<file path="src/rtl/uart_tx_pkg.sv">
`timescale 1ns/1ps
package uart_tx_pkg;
  // Format register layout, most significant bit first.
  typedef struct packed {
    logic       dlab;   // [7] divisor select
    logic       brk;    // [6] forced break
    logic [1:0] pmode;  // [5:4] parity mode
    logic       pen;    // [3] parity enable
    logic       stop2;  // [2] long stop
    logic [1:0] wlen;   // [1:0] word length code
  } lcr_t;

  typedef enum logic [2:0] {S_IDLE, S_START, S_DATA, S_PAR, S_STOP} txst_t;

  localparam logic [3:0] OFF_DATA = 4'h0;
  localparam logic [3:0] OFF_DIVH = 4'h4;
  localparam logic [3:0] OFF_LCR  = 4'h8;
endpackage

</file>
<file path="src/rtl/uart_tx_baud.sv">
`timescale 1ns/1ps
module uart_tx_baud #(
  parameter int DIV_W = 16
) (
  input  logic             clk,
  input  logic             rst_n,
  input  logic [DIV_W-1:0] divisor,
  output logic             tick
);
  logic [DIV_W-1:0] cnt_q, cnt_d, div_eff;

  always_comb begin
    div_eff = (divisor == '0) ? DIV_W'(1) : divisor;
    tick    = (cnt_q >= div_eff - DIV_W'(1));
    cnt_d   = tick ? '0 : cnt_q + DIV_W'(1);
  end

  always_ff @(posedge clk or negedge rst_n) begin
    if (!rst_n) cnt_q <= '0;
    else        cnt_q <= cnt_d;
  end
endmodule

</file>
<file path="src/rtl/uart_tx_fifo.sv">
`timescale 1ns/1ps
module uart_tx_fifo #(
  parameter int DEPTH = 16,
  parameter int W     = 8,
  localparam int AW   = (DEPTH > 1) ? $clog2(DEPTH) : 1,
  localparam int CW   = $clog2(DEPTH + 1)
) (
  input  logic          clk,
  input  logic          rst_n,
  input  logic          push,
  input  logic [W-1:0]  din,
  input  logic          pop,
  output logic [W-1:0]  dout,
  output logic          empty,
  output logic          full,
  output logic [CW-1:0] count
);
  logic [W-1:0]  mem [DEPTH];
  logic [AW-1:0] wr_q, wr_d, rd_q, rd_d;
  logic [CW-1:0] cnt_q, cnt_d;
  logic          push_ok, pop_ok;

  always_comb begin
    empty   = (cnt_q == '0);
    full    = (cnt_q == CW'(DEPTH));
    push_ok = push && !full;
    pop_ok  = pop && !empty;
    wr_d    = wr_q;
    rd_d    = rd_q;
    if (push_ok) wr_d = (wr_q == AW'(DEPTH - 1)) ? '0 : wr_q + 1'b1;
    if (pop_ok)  rd_d = (rd_q == AW'(DEPTH - 1)) ? '0 : rd_q + 1'b1;
    case ({push_ok, pop_ok})
      2'b10:   cnt_d = cnt_q + 1'b1;
      2'b01:   cnt_d = cnt_q - 1'b1;
      default: cnt_d = cnt_q;
    endcase
    dout  = mem[rd_q];
    count = cnt_q;
  end

  always_ff @(posedge clk) begin
    if (push_ok) mem[wr_q] <= din;
  end

  always_ff @(posedge clk or negedge rst_n) begin
    if (!rst_n) begin
      wr_q  <= '0;
      rd_q  <= '0;
      cnt_q <= '0;
    end else begin
      wr_q  <= wr_d;
      rd_q  <= rd_d;
      cnt_q <= cnt_d;
    end
  end
endmodule

</file>
<file path="src/rtl/uart_tx_shift.sv">
`timescale 1ns/1ps
module uart_tx_shift
  import uart_tx_pkg::*;
#(
  parameter int OVS    = 16,
  localparam int SUB_W = $clog2(2 * OVS)
) (
  input  logic       clk,
  input  logic       rst_n,
  input  logic       tick,
  input  logic [1:0] wlen,
  input  logic       stop2,
  input  logic       pen,
  input  logic [1:0] pmode,
  input  logic       fifo_empty,
  input  logic [7:0] fifo_dout,
  output logic       pop,
  output logic       line,
  output logic       busy
);
  localparam logic [SUB_W-1:0] BIT_LAST  = SUB_W'(OVS - 1);
  localparam logic [SUB_W-1:0] HALF_LAST = SUB_W'(OVS + OVS / 2 - 1);
  localparam logic [SUB_W-1:0] TWO_LAST  = SUB_W'(2 * OVS - 1);

  txst_t            st_q, st_d;
  logic [SUB_W-1:0] sub_q, sub_d, stop_last;
  logic [2:0]       bit_q, bit_d, last_bit;
  logic [7:0]       sh_q, sh_d, masked;
  logic             par_q, par_d, par_new, bit_end;

  always_comb begin
    last_bit  = 3'd4 + {1'b0, wlen};
    masked    = fifo_dout & (8'hFF >> (2'd3 - wlen));
    case (pmode)
      2'b00:   par_new = ~(^masked);
      2'b01:   par_new = ^masked;
      2'b10:   par_new = 1'b1;
      default: par_new = 1'b0;
    endcase
    if (!stop2)             stop_last = BIT_LAST;
    else if (wlen == 2'b00) stop_last = HALF_LAST;
    else                    stop_last = TWO_LAST;
    bit_end = tick && (sub_q == BIT_LAST);
  end

  always_comb begin
    st_d  = st_q;
    sub_d = tick ? sub_q + 1'b1 : sub_q;
    bit_d = bit_q;
    sh_d  = sh_q;
    par_d = par_q;
    pop   = 1'b0;
    unique case (st_q)
      S_IDLE: begin
        sub_d = '0;
        if (tick && !fifo_empty) begin
          pop   = 1'b1;
          sh_d  = fifo_dout;
          par_d = par_new;
          st_d  = S_START;
        end
      end
      S_START: if (bit_end) begin
        st_d  = S_DATA;
        sub_d = '0;
        bit_d = '0;
      end
      S_DATA: if (bit_end) begin
        sub_d = '0;
        if (bit_q == last_bit) st_d = pen ? S_PAR : S_STOP;
        else begin
          bit_d = bit_q + 1'b1;
          sh_d  = sh_q >> 1;
        end
      end
      S_PAR: if (bit_end) begin
        st_d  = S_STOP;
        sub_d = '0;
      end
      S_STOP: if (tick && sub_q == stop_last) begin
        sub_d = '0;
        if (!fifo_empty) begin
          pop   = 1'b1;
          sh_d  = fifo_dout;
          par_d = par_new;
          st_d  = S_START;
        end else begin
          st_d = S_IDLE;
        end
      end
      default: st_d = S_IDLE;
    endcase
  end

  always_comb begin
    case (st_q)
      S_START: line = 1'b0;
      S_DATA:  line = sh_q[0];
      S_PAR:   line = par_q;
      default: line = 1'b1;
    endcase
    busy = (st_q != S_IDLE);
  end

  always_ff @(posedge clk or negedge rst_n) begin
    if (!rst_n) begin
      st_q  <= S_IDLE;
      sub_q <= '0;
      bit_q <= '0;
      sh_q  <= '0;
      par_q <= 1'b0;
    end else begin
      st_q  <= st_d;
      sub_q <= sub_d;
      bit_q <= bit_d;
      sh_q  <= sh_d;
      par_q <= par_d;
    end
  end
endmodule

</file>
<file path="src/rtl/uart_tx_line.sv">
`timescale 1ns/1ps
module uart_tx_line
  import uart_tx_pkg::*;
#(
  parameter int FIFO_DEPTH = 16,
  parameter int OVS        = 16,
  localparam int DIV_W     = 16,
  localparam int CW        = $clog2(FIFO_DEPTH + 1)
) (
  input  logic       clk,
  input  logic       rst_n,
  input  logic       wr_en,
  input  logic [3:0] wr_addr,
  input  logic [7:0] wr_data,
  output logic       tx,
  output logic       tx_empty
);
  lcr_t          lcr_q;
  logic [7:0]    div_lo_q, div_hi_q;
  logic          lcr_we, divl_we, divh_we, push_req;
  logic          tick, pop, fifo_empty, fifo_full, busy, line;
  logic [7:0]    fifo_dout;
  logic [CW-1:0] fifo_cnt;

  always_comb begin
    lcr_we   = wr_en && (wr_addr == OFF_LCR);
    divl_we  = wr_en && (wr_addr == OFF_DATA) && lcr_q.dlab;
    divh_we  = wr_en && (wr_addr == OFF_DIVH) && lcr_q.dlab;
    push_req = wr_en && (wr_addr == OFF_DATA) && !lcr_q.dlab;
  end

  always_ff @(posedge clk or negedge rst_n) begin
    if (!rst_n) begin
      lcr_q    <= '0;
      div_lo_q <= '0;
      div_hi_q <= '0;
    end else begin
      if (lcr_we)  lcr_q    <= lcr_t'(wr_data);
      if (divl_we) div_lo_q <= wr_data;
      if (divh_we) div_hi_q <= wr_data;
    end
  end

  uart_tx_baud #(.DIV_W(DIV_W)) u_baud (
    .clk(clk), .rst_n(rst_n), .divisor({div_hi_q, div_lo_q}), .tick(tick)
  );

  uart_tx_fifo #(.DEPTH(FIFO_DEPTH), .W(8)) u_fifo (
    .clk(clk), .rst_n(rst_n), .push(push_req), .din(wr_data), .pop(pop),
    .dout(fifo_dout), .empty(fifo_empty), .full(fifo_full), .count(fifo_cnt)
  );

  uart_tx_shift #(.OVS(OVS)) u_shift (
    .clk(clk), .rst_n(rst_n), .tick(tick), .wlen(lcr_q.wlen), .stop2(lcr_q.stop2),
    .pen(lcr_q.pen), .pmode(lcr_q.pmode), .fifo_empty(fifo_empty),
    .fifo_dout(fifo_dout), .pop(pop), .line(line), .busy(busy)
  );

  always_comb begin
    tx       = line & ~lcr_q.brk;
    tx_empty = fifo_empty & ~busy;
  end
endmodule

</file>
<file path="config.mk">
export PLATFORM = sky130hd
export DESIGN_NAME = uart_tx_line
export DESIGN_NICKNAME = d
export VERILOG_FILES = /design/src/rtl/uart_tx_pkg.sv /design/src/rtl/uart_tx_baud.sv /design/src/rtl/uart_tx_fifo.sv /design/src/rtl/uart_tx_shift.sv /design/src/rtl/uart_tx_line.sv
export SDC_FILE = /design/constraint.sdc
export NUM_CORES = 1
export LEC_CHECK = 0
export BUFFER_PORTS_ARGS = -buffer_cell sky130_fd_sc_hd__buf_2
export CAP_MARGIN = 10
export CORE_MARGIN = 1
export CORE_UTILIZATION = 35
export CTS_CLUSTER_SIZE = 20
export DETAILED_ROUTE_END_ITERATION = 8
export PLACE_DENSITY_LB_ADDON = 0.2
export SYNTH_ARGS = -nofsm -noshare
export SYNTH_HDL_FRONTEND = slang
export SYNTH_SLANG_ARGS = --single-unit
</file>
<file path="constraint.sdc">
create_clock -name clk -period 5.81 [get_ports clk]
set_clock_uncertainty 0.15 [all_clocks]
set_input_delay 0.8715 -clock clk [delete_from_list [all_inputs] [get_ports clk]]
set_output_delay 0.8715 -clock clk [all_outputs]
set_load 0.02 [all_outputs]
</file>
Word-level counts from Yosys, hierarchy flattened
Memory sizes are Yosys's and may differ from the RTL's.
Cells that the tools add are included.

word-level totals
  bits in writable memories = 128
  memories = 1
  input port bits = 15
  word-level logic and storage cells = 133
  output and inout port bits = 2
  flip-flop bits (word level) = 73

operators by class
  magnitude comparators = 1
  reductions and logical operators = 31
  equal/unequal tests = 24
  add/subtract/negate cells = 10
  shift-type cells = 1
  bitwise gates (word level) = 6
  multiplexer cells = 42

memories
  name        words  bits a word  read ports  clocked after Yosys merged registers in  write ports  RTL line            text
  u_fifo.mem  16     8            1           0                                        1            uart_tx_fifo.sv:18  logic [W-1:0] mem [DEPTH];

operator list
  cell                                                                      number
  8-bit two-way mux                                                         5
  16-bit two-way mux                                                        2
  3-bit two-way mux                                                         10
  8-bit one-hot mux with 3 select lines                                     1
  5-bit two-way mux                                                         4
  16-bit by 1-bit adder with 16-bit output (second input constant)          1
  16-bit >= comparator                                                      1
  16-bit logical NOT                                                        1
  16-bit by 1-bit subtractor with 16-bit output (second input constant)     1
  3-bit one-hot mux with 5 select lines                                     1
  5-bit one-hot mux with 3 select lines                                     1
  4-bit == test (second input constant)                                     3
  4-bit two-way mux                                                         3
  2-bit by 1-bit inequality test with 1-bit output (second input constant)  6
  6-bit AND reduction                                                       2
  1-bit logical AND                                                         11
  5-bit by 1-bit adder with 5-bit output (second input constant)            2
  5-bit one-hot mux with 2 select lines                                     1
  1-bit two-way mux                                                         9
  4-bit by 1-bit adder with 4-bit output (second input constant)            2
  8-bit AND                                                                 1
  4-bit AND reduction                                                       2
  8-bit XOR reduction                                                       1
  8-bit by 2-bit >> shifter with 8-bit output (first input constant)        1
  28 further kinds                                                          43

Logic depth before layout (Yosys ltp)
Gate-level depths: netlist (run 1).

  depth in word-level cells = 10
  gate-level depth with buffers = 27
  mapped depth without buffers = 26

Modules after synthesis
From an unflattened synthesis (run 1), not the netlist that was laid out.

unflattened totals
  cell total of the unflattened synthesis = 648
  area, all modules = 9440.3 sq um

by module, submodules not included
  module         sequential area each (sq um)  cells an instance  area an instance (sq um)  instances
  uart_tx_fifo   4169.0                        311                5765.5                    1
  uart_tx_baud   400.4                         149                1358.8                    1
  uart_tx_shift  500.5                         130                1328.8                    1
  uart_tx_line   600.6                         58                 987.2                     1

Worst setup path before layout (run 1)
OpenSTA, ideal clock, no wires.

  path type = reg2reg
  start = register div_lo_q[6]
  end = register u_fifo.cnt_q[4], in the netlist u_fifo.count[4]
  stages on the path, launching flop included = 27
  library setup time = 125 ps
  arrival time = 4798 ps
  slack = 737 ps
  required time = 5535 ps
  buffers on the path = 1
  period minus slack after synthesis = 5073 ps
  path through = dfrtp_1 or3_1 or3_1 nor3_1 a31oi_1 ha_1 nand2_1 or3_1 nor3_1 xnor2_1 ha_1 nand4_1 nor2_1 nand3_1 o221ai_1 clkbuf_1 nand4_1 inv_1 ha_1 inv_1 fa_1 inv_1 a21o_1 a21oi_1 xnor2_1 nor2_1 xor2_1

between the ends
  word-level cells in the longest chain between the ends = 10
  elaborated cells on any way between the ends = 14
  those cells by class = add/sub: 1; order compare: 1; eq/ne: 2; mux: 5; reduce/logical: 5

ends and longest elaborated chain
  element                                                                             RTL line                                  text
  start: declaration                                                                  uart_tx_line.sv:19                        logic [7:0] div_lo_q, div_hi_q;
  start signal: assignment                                                            uart_tx_line.sv:39                        if (divl_we) div_lo_q <= wr_data;
  16-bit logical NOT                                                                  uart_tx_baud.sv:13                        div_eff = (divisor == '0) ? DIV_W'(1) : divisor;
  16-bit two-way mux *                                                                uart_tx_baud.sv:13
  16-bit by 1-bit subtractor with 16-bit output *                                     uart_tx_baud.sv:14                        tick = (cnt_q >= div_eff - DIV_W'(1));
  16-bit >= comparator *                                                              uart_tx_baud.sv:14
  1-bit logical AND (on tied branches)                                                uart_tx_shift.sv:80, uart_tx_shift.sv:56
  1-bit two-way mux (on tied branches)                                                uart_tx_shift.sv:80, uart_tx_shift.sv:56
  1-bit one-hot mux with 2 select lines *                                             uart_tx_shift.sv:53                       unique case (st_q)
  1-bit logical AND *                                                                 uart_tx_fifo.sv:27                        pop_ok = pop && !empty;
  via u_fifo.pop_ok                                                                   uart_tx_fifo.sv:21                        logic push_ok, pop_ok;
  2-bit by 1-bit == test with 1-bit output / 2-bit == test (equally long branches)    uart_tx_fifo.sv:32                        case ({push_ok, pop_ok})
  5-bit one-hot mux with 2 select lines / 2-bit nonzero test (equally long branches)  -
  end signal: assignment                                                              uart_tx_fifo.sv:53                        cnt_q <= cnt_d;
  end: declaration                                                                    uart_tx_fifo.sv:20                        logic [CW-1:0] cnt_q, cnt_d;

Mark *: on every way through the listed nets, which the timed path passes. The rest lies on a longest branch.
A chain may end at the register's enable or synchronous reset.

Final worst setup path (run 1)
Same ends and word-level chain as after synthesis.

==> results of run 1 <==
[path summary, 6_finish.rpt]
| check | from | end |
|---|---|---|
| worst min-delay path | u_fifo.count[4] | u_fifo.count[4] |
| max in group asynchronous | rst_n | u_fifo.rd_q[0] |
| min in group asynchronous | rst_n | u_shift.sub_q[2] |
| worst max register to register | div_lo_q[6] | u_fifo.count[4] |
| worst min register to register | u_fifo.count[4] | u_fifo.count[4] |
| worst max-delay path | div_lo_q[6] | u_fifo.count[4] |
[layout make-up]
class / count / share of cell area, %
Clock buffer: 26 / 5.48
Timing Repair Buffer: 29 / 1.75
Clock inverter: 14 / 0.958
Inverter: 21 / 0.764
Sequential cell: 201 / 55.0
Tap cell: 330 / 4.00
Multi-Input combinational cell: 389 / 32.1
[registers in the layout, indices dropped and copies added, names as in the netlist, 4 cells and up]
register and count:
u_fifo.count 5, u_shift.sub_q 5, div_lo_q 8, div_hi_q 8, u_fifo.rd_q 4, u_fifo.wr_q 4, u_baud.cnt_q 16, u_fifo.mem 128
u_shift.sh_q 8, lcr_q 8
[worst max-delay path, delay by kind of cell (launching register included)]
| kind | cells | cell delay [ns] |
|---|---|---|
| simple gates | 11 | 2.15 |
| fa+ha+maj | 4 | 1.18 |
| xor+xnor | 3 | 0.40 |
| compound gates | 4 | 0.56 |
| buf+inv | 3 | 0.38 |
| flops | 1 | 0.40 |
[per-layer routing]
| metal | up-vias | routed length (um) |
|---|---|---|
| met4 | 0 | 280 |
| met3 | 18 | 831 |
| met1 | 2709 | 8700 |
| met5 | - | 0 |
| li1 | 2454 | - |
| met2 | 75 | 9540 |
[per-stage QoR]
step | setup slack, ns | utilization, % | total power (uW) | instance area (um2)
after detailed placement | 0.451 | 38.0 | 3110 | 9650
after global routing | 0.0138 | 40.6 | 4610 | 10300
after CTS | 0.447 | 40.6 | 4400 | 10300
after floorplan | 0.737 | - | 2780 | 9160
after global placement | 0.700 | 38.0 | 3080 | 9650
final | 0.495 | 40.6 | 4340 | 10300
[logic make-up after synthesis]
family / after synthesis
compound gates: 75
xor+xnor: 39
fa+ha+maj: 31
buf+inv: 43
flops: 201
mux: 75
simple gates: 169
[layout by cell type (no fill, tap or decap), types with 14 or more instances in the layout]
master	synthesis	routed
nor2_1	51	51
nand2_1	38	38
clkbuf_16	0	22
inv_1	21	21
buf_2	1	15
mux4_2	35	35
edfxtp_1	128	128
dfrtp_1	73	72
xor2_1	17	17
ha_1	30	30
nand3_1	19	19
mux2_2	39	39
a21oi_1	15	15
o21ai_0	14	14
buf_4	0	14
xnor2_1	21	21
[report_power, final]
group / total [uW] / internal, uW / switching (uW)
Combinational: 1190 / 598 / 597
Clock: 1280 / 739 / 541
Sequential: 1860 / 1660 / 205
==> metrics.yaml, run 1 <==
detailed_routing:
  vias: 5256
  vias_per_cell: 5.20
  wl_mm: 19.4
  drt-initial-drc-count: 374
  drc: 0
  ant_nets: 0
  wl_per_cell_um: 19.2
  first_pass_iters: 4
grt:
  met1_usage_pct: 20.1
  use_met3_pct: 2.35
  grtUsageTotal_pct: 15.2
  antenna_found_initial: 0
  grt_pass1_wl_mm: 31.0
  grt_pass1_vias: 5596
  grt_overflow: 0
  grt_use_met2_pct: 26.1
  grt_busiest_layer: "met2"
  grt_max_degree: 74
timing:
  slew_viol_final: 0
  worst_pin_slew_ns: 0.964
  hold_viol: 0
  setup_viol: 0
  max_freq_mhz: 188
  setup_tns_ns: 0
  min_period_ns: 5.32
  post-route-period-util_pct: 91.5
  max_slew_margin_pct: 35.7
  rsz0062_at_grt: "false"
  timing.hold.ws_ns: 0.339
min_path:
  holdPathStages: 1
  min_path_type: "reg -> reg"
synth:
  syn-cell-area_um2: 9160
  async_flop_share_pct: 36.3
  synth_fa_ha_area_share_pct: 4.32
  synth_edf_count: 128
  synth_compound_area_share_pct: 5.49
  yosysMostFrequentCell: "edfxtp_1"
  synth-seq-area-share_pct: 61.9
  synth-xor-area-share_pct: 3.88
  synth_nets: 679
  ys_top_cells_by_count: "128 x edfxtp_1, 73 x dfrtp_1, 51 x nor2_1"
  synth.largest_area_cell: "edfxtp_1"
  syn_inst: 633
  synth_ff_type: "edfxtp_1"
  synth_simple_gate_area_share_pct: 8.85
  synth_cell_types: 52
  yosysTopAreaCellShare_pct: 42.0
  netlist_top_cells_area: "edfxtp_1 42%, dfrtp_1 20%, mux4_2 8.6%"
  synth_top_family_by_area: "multiplexers"
  synthMuxAreaShare_pct: 13.5
  syn_area_per_cell_um2: 14.5
  synth_seq_cells: 201
  yosys_warnings: 0
critical_path:
  cp-end-kind: "register"
  reg2regPathDepth: 25
  worstPathRequired_ns: 6.08
  critPathSlowestCell: "dfrtp_1"
  cp-start-kind: "register"
  crit_arrival_ns: 5.58
  r2r_slack_ns: 0.49
  crit_fanout: 6
  path_class: "reg -> reg"
  cp_slowest_stage_delay_ns: 0.40
floorplan:
  core-area_um2: 25400
  die_height_um: 164
  rows: 58
  io_pins: 17
  fp.dieArea_um2: 26800
  die-width_um: 164
  initial_core_util_pct: 36.1
finish:
  area_growth_pct: 12.7
  fill_cells: 2337
  n_antenna_cell: 0
  drive_gt1_share_pct: 19.7
  fin_cells: 1010
  multi_input_area_um2: 3310
  register_area_um2: 5670
  fin_nets: 710
job:
  maxCapViolations: 0
placed_design:
  port_buffers: 16
  dp.cells: 970
  dp_hpwl_mm: 13.1
  gp_congestion: 0.802
status:
  status: "finished clean"
clocking:
  cts_buffer_depth: 3
  cts.sinks: 201
  cts_tree: "done"
  insertion_delay_ns: 0.50
  htree_levels: 1
  cts_resized: 0
  root_buffer: "clkbuf_16"
  cts_buffers: 22
  post-cts-setup-buffers: 0
  cts_hold_buffers: 0
  clk_pin_slew_worst_paths_ns: 0.06
power_and_ir_drop:
  p_per_area_nw_per_um2: 421
  power.leakage_uw: 0.00393
  vdd_drop_max_uv: 206
(Power assumes the default switching activity.)
==> inputs of run 2 (changes only) <==
CORE_ASPECT_RATIO = 1.25   (was not set)
==> run 2 against run 1 <==
Effect of this change:
- via count decreased by 0.99%
- power increased by 1.0%
- utilization about the same
- clock-buffer cell count increased by 1
- combinational power about the same
- flip-flop and latch count unchanged
- highest routed layer unchanged
- non-clock buffer count increased by 1
- global-route usage about the same
- fmax decreased by 1.0%
- worst setup slack got worse by 0.054 ns
- critical endpoint unchanged
- clock power increased by 3%
==> metrics.yaml, run 2 (synthesis gave the netlist of run 1 again) <==
status:
  status: "finished clean"  # unchanged
grt:
  antenna_found_initial: 0  # unchanged
  grt_pass1_vias: 5530  # was 5,596
  grt_overflow: 0  # unchanged
  grtUsageTotal_pct: 15.1  # was 15.2%
  grt_max_degree: 74  # unchanged
  grt_pass1_wl_mm: 30.9  # was 31.0 mm
timing:
  min_period_ns: 5.37  # was 5.32 ns
  worst_pin_slew_ns: 1.09  # was 0.964 ns
  max_slew_margin_pct: 27.1  # was 35.7%
  hold_viol: 0  # unchanged
  max_freq_mhz: 186  # was 188 MHz
  setup_viol: 0  # unchanged
  rsz0062_at_grt: "false"  # unchanged
  post-route-period-util_pct: 92.4  # was 91.5%
  slew_viol_final: 0  # unchanged
  setup_tns_ns: 0  # unchanged
detailed_routing:
  drt-initial-drc-count: 346  # was 374
  drc: 0  # unchanged
  wl_per_cell_um: 19.2  # about the same
  wl_mm: 19.4  # about the same
  ant_nets: 0  # unchanged
  first_pass_iters: 4  # unchanged
  vias_per_cell: 5.14  # was 5.20
  vias: 5204  # was 5,256
floorplan:
  fp.dieArea_um2: 26800  # about the same
  core-area_um2: 25500  # was 25,400 um2
  io_pins: 17  # unchanged
  initial_core_util_pct: 36.0  # was 36.1%
  rows: 65  # was 58
  die-width_um: 147  # was 164 um
  die_height_um: 183  # was 164 um
clocking:
  cts_hold_buffers: 0  # unchanged
  htree_levels: 1  # unchanged
  cts.sinks: 201  # unchanged
  post-cts-setup-buffers: 0  # unchanged
  cts_buffer_depth: 3  # unchanged
  insertion_delay_ns: 0.50  # about the same
  root_buffer: "clkbuf_16"  # unchanged
  clk_pin_slew_worst_paths_ns: 0.06  # about the same
  cts_buffers: 21  # was 22
  cts_tree: "done"  # unchanged
  cts_resized: 0  # unchanged
finish:
  largest_register: "u_fifo.mem"  # unchanged
  final_common_cell: "edfxtp_1"  # unchanged
  area_growth_pct: 13.0  # was 12.7%
  fin_nets: 710  # unchanged
  drive_gt1_share_pct: 20.5  # was 19.7%
  n_antenna_cell: 0  # unchanged
  largest_register_ffs: 128  # unchanged
  layout_common_cells: "128 x edfxtp_1, 72 x dfrtp_1, 51 x nor2_1"  # unchanged
  reg_top3: "u_fifo.mem (128), u_baud.cnt_q (16)"  # unchanged
  fill_cells: 2298  # was 2,337
power_and_ir_drop:
  power.leakage_uw: 0.00395  # was 0.00393 uW
  p_per_area_nw_per_um2: 424  # was 421 nW/um2
  clkPwrFrac_pct: 30.1  # was 29.5%
  switching_share_pct: 30.3  # was 31.0%
  vdd_drop_max_uv: 232  # was 206 uV
  finalPower_uw: 4380  # was 4340 uW
  power_frac_comb_pct: 27.2  # was 27.5%
  power.switching_uw: 1330  # was 1340 uW
  pwr-share-seq_pct: 42.6  # was 42.9%
  p_int_uw: 3050  # was 3000 uW
critical_path:
  cp-start-kind: "register"  # unchanged
  worstPathRequired_ns: 6.08  # about the same
  critPathSlowestCell: "dfrtp_1"  # unchanged
  crit_arrival_ns: 5.63  # was 5.58 ns
  cp-end-kind: "register"  # unchanged
  crit_fanout: 6  # unchanged
  critPathBufInv: 3  # unchanged
  cp_slowest_stage_delay_ns: 0.40  # about the same
  path_class: "reg -> reg"  # unchanged
  r2r_slack_ns: 0.44  # was 0.49 ns
  cp_top_family: "simple AND/OR/NAND/NOR gates"  # unchanged
min_path:
  min_path_type: "reg -> reg"  # unchanged
placed_design:
  dp_hpwl_mm: 13.2  # was 13.1 mm
  port_buffers: 16  # unchanged
  gp_congestion: 0.764  # was 0.802
job:
  maxCapViolations: 0  # unchanged
[run 2: cell type report]
cell class                 instances  area, um2  area share, %
multi-input combinational        389       3310           32.0
sequential                       201       5670           54.8
clock inverter                    10        101          0.980
clock buffer                      27        578           5.59
inverter                          21       78.8          0.762
tap                              335        419           4.05
timing repair buffer              30        188           1.81
[run 2: worst reg2reg max path, cell delays in order, from the launching register on]
cell and delay [ns]:
dfrtp_1 0.40, or3_1 0.40, or3_1 0.37, nor3_1 0.27, a31oi_1 0.16, ha_1 0.23, nand2_1 0.16, or3_1 0.17
nor3_1 0.06, xnor2_1 0.14, ha_1 0.31, nand4_1 0.08, nor2_1 0.15, nand3_1 0.12, o221ai_2 0.23, nand4_1 0.29
inv_1 0.22, ha_1 0.25, inv_1 0.10, fa_1 0.40, inv_1 0.07, a21o_1 0.10, a21oi_1 0.07, xnor2_1 0.12
nor2_1 0.12, xor2_1 0.16
[run 2: worst paths after layout]
kind	start	endpoint	cells after the start
min in group asynchronous	rst_n	u_baud.cnt_q[5]	1
min	u_fifo.count[4]	u_fifo.count[4]	1
min reg2reg	u_fifo.count[4]	u_fifo.count[4]	1
max	div_lo_q[6]	u_fifo.count[4]	25
max reg2reg	div_lo_q[6]	u_fifo.count[4]	25
max in group asynchronous	rst_n	u_fifo.rd_q[0]	1
[run 2: metal layers]
metal	wire length, um	global-route usage (%)	part of all wire (%)
met1	8190	18.7	42
met3	937	2.29	4.8
met2	10000	27.4	52
met4	258	3.75	1.3
met5	0	0	0
[run 2: through the flow]
| stage | utilization (%) | instances | instance area [um2] | setup WS, ns | hold slack, ns |
|---|---|---|---|---|---|
| 2_1_floorplan | - | 633 | 9160 | 0.737 | 0.299 |
| 3_3_place_gp | 38.0 | 976 | 9670 | 0.694 | 0.330 |
| 3_5_place_dp | 38.0 | 976 | 9670 | 0.455 | 0.343 |
| 4_1_cts | 40.6 | 1013 | 10300 | 0.451 | 0.357 |
| 5_1_grt | 40.6 | 1013 | 10300 | 0.0446 | 0.366 |
| 6_report | 40.6 | 1013 | 10300 | 0.441 | 0.349 |
[run 2: power groups by stage]
| stage | Sequential (uW) | Clock, uW | Combinational (uW) |
|---|---|---|---|
| finish | 1870 | 1320 | 1190 |
| floorplan | 1770 | 0 | 1010 |
| CTS | 1870 | 1360 | 1220 |
| detailed placement | 1900 | 0 | 1210 |
| global route | 1900 | 1420 | 1340 |
| global placement | 1890 | 0 | 1190 |
==> inputs of run 3 (changes only) <==
CELL_PAD_IN_SITES_DETAIL_PLACEMENT = 0   (was not set)
CELL_PAD_IN_SITES_GLOBAL_PLACEMENT = 2   (was not set)
CORE_UTILIZATION = 46   (was 35)
MAX_ROUTING_LAYER = met4   (was not set)
==> run 3 against run 2 <==
Effect of this change:
- global-route usage rose by 5.2 points
- combinational power barely moved
- sequential share of layout area is 0.62 points higher
- flip-flop and latch count did not move
- sequential power about the same
- largest power group unchanged
==> metrics.yaml, run 3 (synthesis gave the netlist of run 1 again) <==
critical_path:
  r2r_slack_ns: 0.50  # was 0.44 ns
  crit_arrival_ns: 5.54  # was 5.63 ns
  path_class: "reg -> reg"  # unchanged
  worstSetupStartpoint: "div_lo_q[6]"  # unchanged
  reg2regPathDepth: 23  # was 25
  cp-start-kind: "register"  # unchanged
  crit_fanout: 6  # unchanged
  reg2reg_from: "div_lo_q[6]"  # unchanged
  worstPathRequired_ns: 6.03  # was 6.08 ns
  cp-end-kind: "register"  # unchanged
  worstReg2RegEnd: "u_fifo.count[4]"  # unchanged
timing:
  rsz0062_at_grt: "false"  # unchanged
  fin_ws_ns: 0.495  # was 0.441 ns
  max_slew_margin_pct: 34.7  # was 27.1%
  post-route-period-util_pct: 91.5  # was 92.4%
  min_period_ns: 5.31  # was 5.37 ns
  hold_viol: 0  # unchanged
  slew_viol_final: 0  # unchanged
  worst_pin_slew_ns: 0.980  # was 1.09 ns
  setup_tns_ns: 0  # unchanged
  setup_viol: 0  # unchanged
  max_freq_mhz: 188  # was 186 MHz
clocking:
  cts_tree: "done"  # unchanged
  cts.sinks: 201  # unchanged
  post-cts-setup-buffers: 0  # unchanged
  clk_pin_slew_worst_paths_ns: 0.06  # about the same
  cts_buffers: 21  # unchanged
  cts_hold_buffers: 0  # unchanged
  root_buffer: "clkbuf_16"  # unchanged
  insertion_delay_ns: 0.50  # about the same
  htree_levels: 1  # unchanged
  cts_resized: 0  # unchanged
  cts_buffer_depth: 3  # unchanged
grt:
  grtUsageTotal_pct: 20.3  # was 15.1%
  grt_pass1_vias: 5410  # was 5,530
  antenna_found_initial: 0  # unchanged
  grt_pass1_wl_mm: 30.4  # was 30.9 mm
  grt_max_degree: 74  # unchanged
  grt_overflow: 0  # unchanged
finish:
  largest_register_ffs: 128  # unchanged
  largest_register: "u_fifo.mem"  # unchanged
  fin_cells: 943  # was 1,013
  fin_nets: 710  # unchanged
  drive_gt1_share_pct: 20.1  # was 20.5%
  fill_cells: 1668  # was 2,298
  reg_top3: "u_fifo.mem (128), u_baud.cnt_q (16)"  # unchanged
  register_area_um2: 5670  # unchanged
  n_antenna_cell: 0  # unchanged
  multi_input_area_um2: 3310  # unchanged
  final_common_cell: "edfxtp_1"  # unchanged
  area_growth_pct: 11.7  # was 13.0%
  layout_common_cells: "128 x edfxtp_1, 72 x dfrtp_1, 51 x nor2_1"  # unchanged
power_and_ir_drop:
  power.leakage_uw: 0.00393  # was 0.00395 uW
  clkPwrFrac_pct: 29.7  # was 30.1%
  p_int_uw: 3020  # was 3050 uW
  power.switching_uw: 1340  # was 1330 uW
  p_per_area_nw_per_um2: 426  # was 424 nW/um2
  pwr-share-seq_pct: 42.9  # was 42.6%
  switching_share_pct: 30.8  # was 30.3%
  power_frac_comb_pct: 27.4  # was 27.2%
  vdd_drop_max_uv: 263  # was 232 uV
floorplan:
  die_height_um: 160  # was 183 um
  die-width_um: 128  # was 147 um
  core-area_um2: 19500  # was 25,500 um2
  io_pins: 17  # unchanged
  initial_core_util_pct: 47.0  # was 36.0%
  rows: 57  # was 65
  fp.dieArea_um2: 20500  # was 26,800 um2
detailed_routing:
  vias_per_cell: 5.57  # was 5.14
  wl_mm: 19.0  # was 19.4 mm
  drt-initial-drc-count: 363  # was 346
  ant_nets: 0  # unchanged
  vias: 5249  # was 5,204
  wl_per_cell_um: 20.1  # was 19.2 um
  drc: 0  # unchanged
  first_pass_iters: 5  # was 4
placed_design:
  port_buffers: 16  # unchanged
  dp_hpwl_mm: 12.9  # was 13.2 mm
  dp.cells: 906  # was 976
  gp_congestion: 0.772  # was 0.764
  pre_cts_ws_ns: 0.530  # was 0.455 ns
status:
  status: "finished clean"  # unchanged
job:
  maxCapViolations: 0  # unchanged
min_path:
  min_path_type: "reg -> reg"  # unchanged
  hp-start: "u_fifo.count[4]"  # unchanged
  worstHoldEndpoint: "u_fifo.count[4]"  # unchanged
  holdPathStages: 1  # unchanged
==> run 3: cell count changes in the layout (fill, tap and decap cells not counted) <==
| cell | before | now |
|---|---|---|
| clkbuf_8 | 3 | 0 |
| clkinv_2 | 5 | 4 |
| clkbuf_1 | 3 | 5 |
| clkinv_1 | 2 | 3 |
| clkinvlp_4 | 0 | 1 |
==> run 3: routing by layer <==
layer | up-vias | routed length (um) | global-route usage [%] | share of wire (%)
li1 | 2445 | - | - | -
met1 | 2669 | 8210 | 26.3 | 43
met2 | 94 | 9530 | 33.3 | 50
met3 | 41 | 718 | 2.61 | 3.8
met4 | 0 | 493 | 6.42 | 2.6
met5 | - | 0 | - | 0
==> run 3: worst max path at each step <==
stage / to / cells after the start
2_1_floorplan: u_fifo.count[4] / 26
3_3_place_gp: u_fifo.count[4] / 25
3_5_place_dp: u_fifo.count[4] / 25
4_1_cts: u_fifo.count[4] / 25
5_1_grt: u_fifo.count[4] / 26
6_report: u_fifo.count[4] / 23
==> run 3: area by class of cell <==
type,instances,share of cell area (%)
inverter,21,0.771
timing repair buffer,30,1.83
clock buffer,26,5.32
clock inverter,11,1.05
sequential,201,55.4
tap,265,3.24
multi-input combinational,389,32.3
==> run 3: per-stage QoR <==
step	utilization, %	power [uW]	instance area [um2]	hold WS, ns
finish	52.5	4360	10200	0.338
global route	52.5	4620	10200	0.359
CTS	52.5	4410	10200	0.337
detailed placement	49.2	3110	9580	0.324
global placement	49.2	3090	9580	0.329
floorplan	-	2780	9160	0.299
==> run 3: worst max-delay path, cell delays in order (launching register included) <==
cell and delay [ns]:
dfrtp_1 0.39, or3_1 0.40, or3_1 0.37, nor3_1 0.27, a31oi_1 0.16, ha_1 0.23, nand2_1 0.16, or3_1 0.17
nor3_1 0.06, xnor2_1 0.13, ha_1 0.29, nand4_1 0.08, nor2_1 0.06, a221oi_1 0.37, o221ai_2 0.21, nand4_1 0.25
inv_1 0.15, ha_1 0.27, ha_1 0.33, a21o_1 0.18, a21oi_1 0.19, xnor2_1 0.14, nor2_1 0.06, xor2_1 0.15
==> run 3: power by group through the flow <==
stage	Sequential [uW]	Combinational (uW)	Clock [uW]
6_report	1870	1190	1290
5_1_grt	1900	1340	1390
4_1_cts	1870	1220	1320
3_5_place_dp	1900	1210	0
3_3_place_gp	1900	1200	0
2_1_floorplan	1770	1010	0
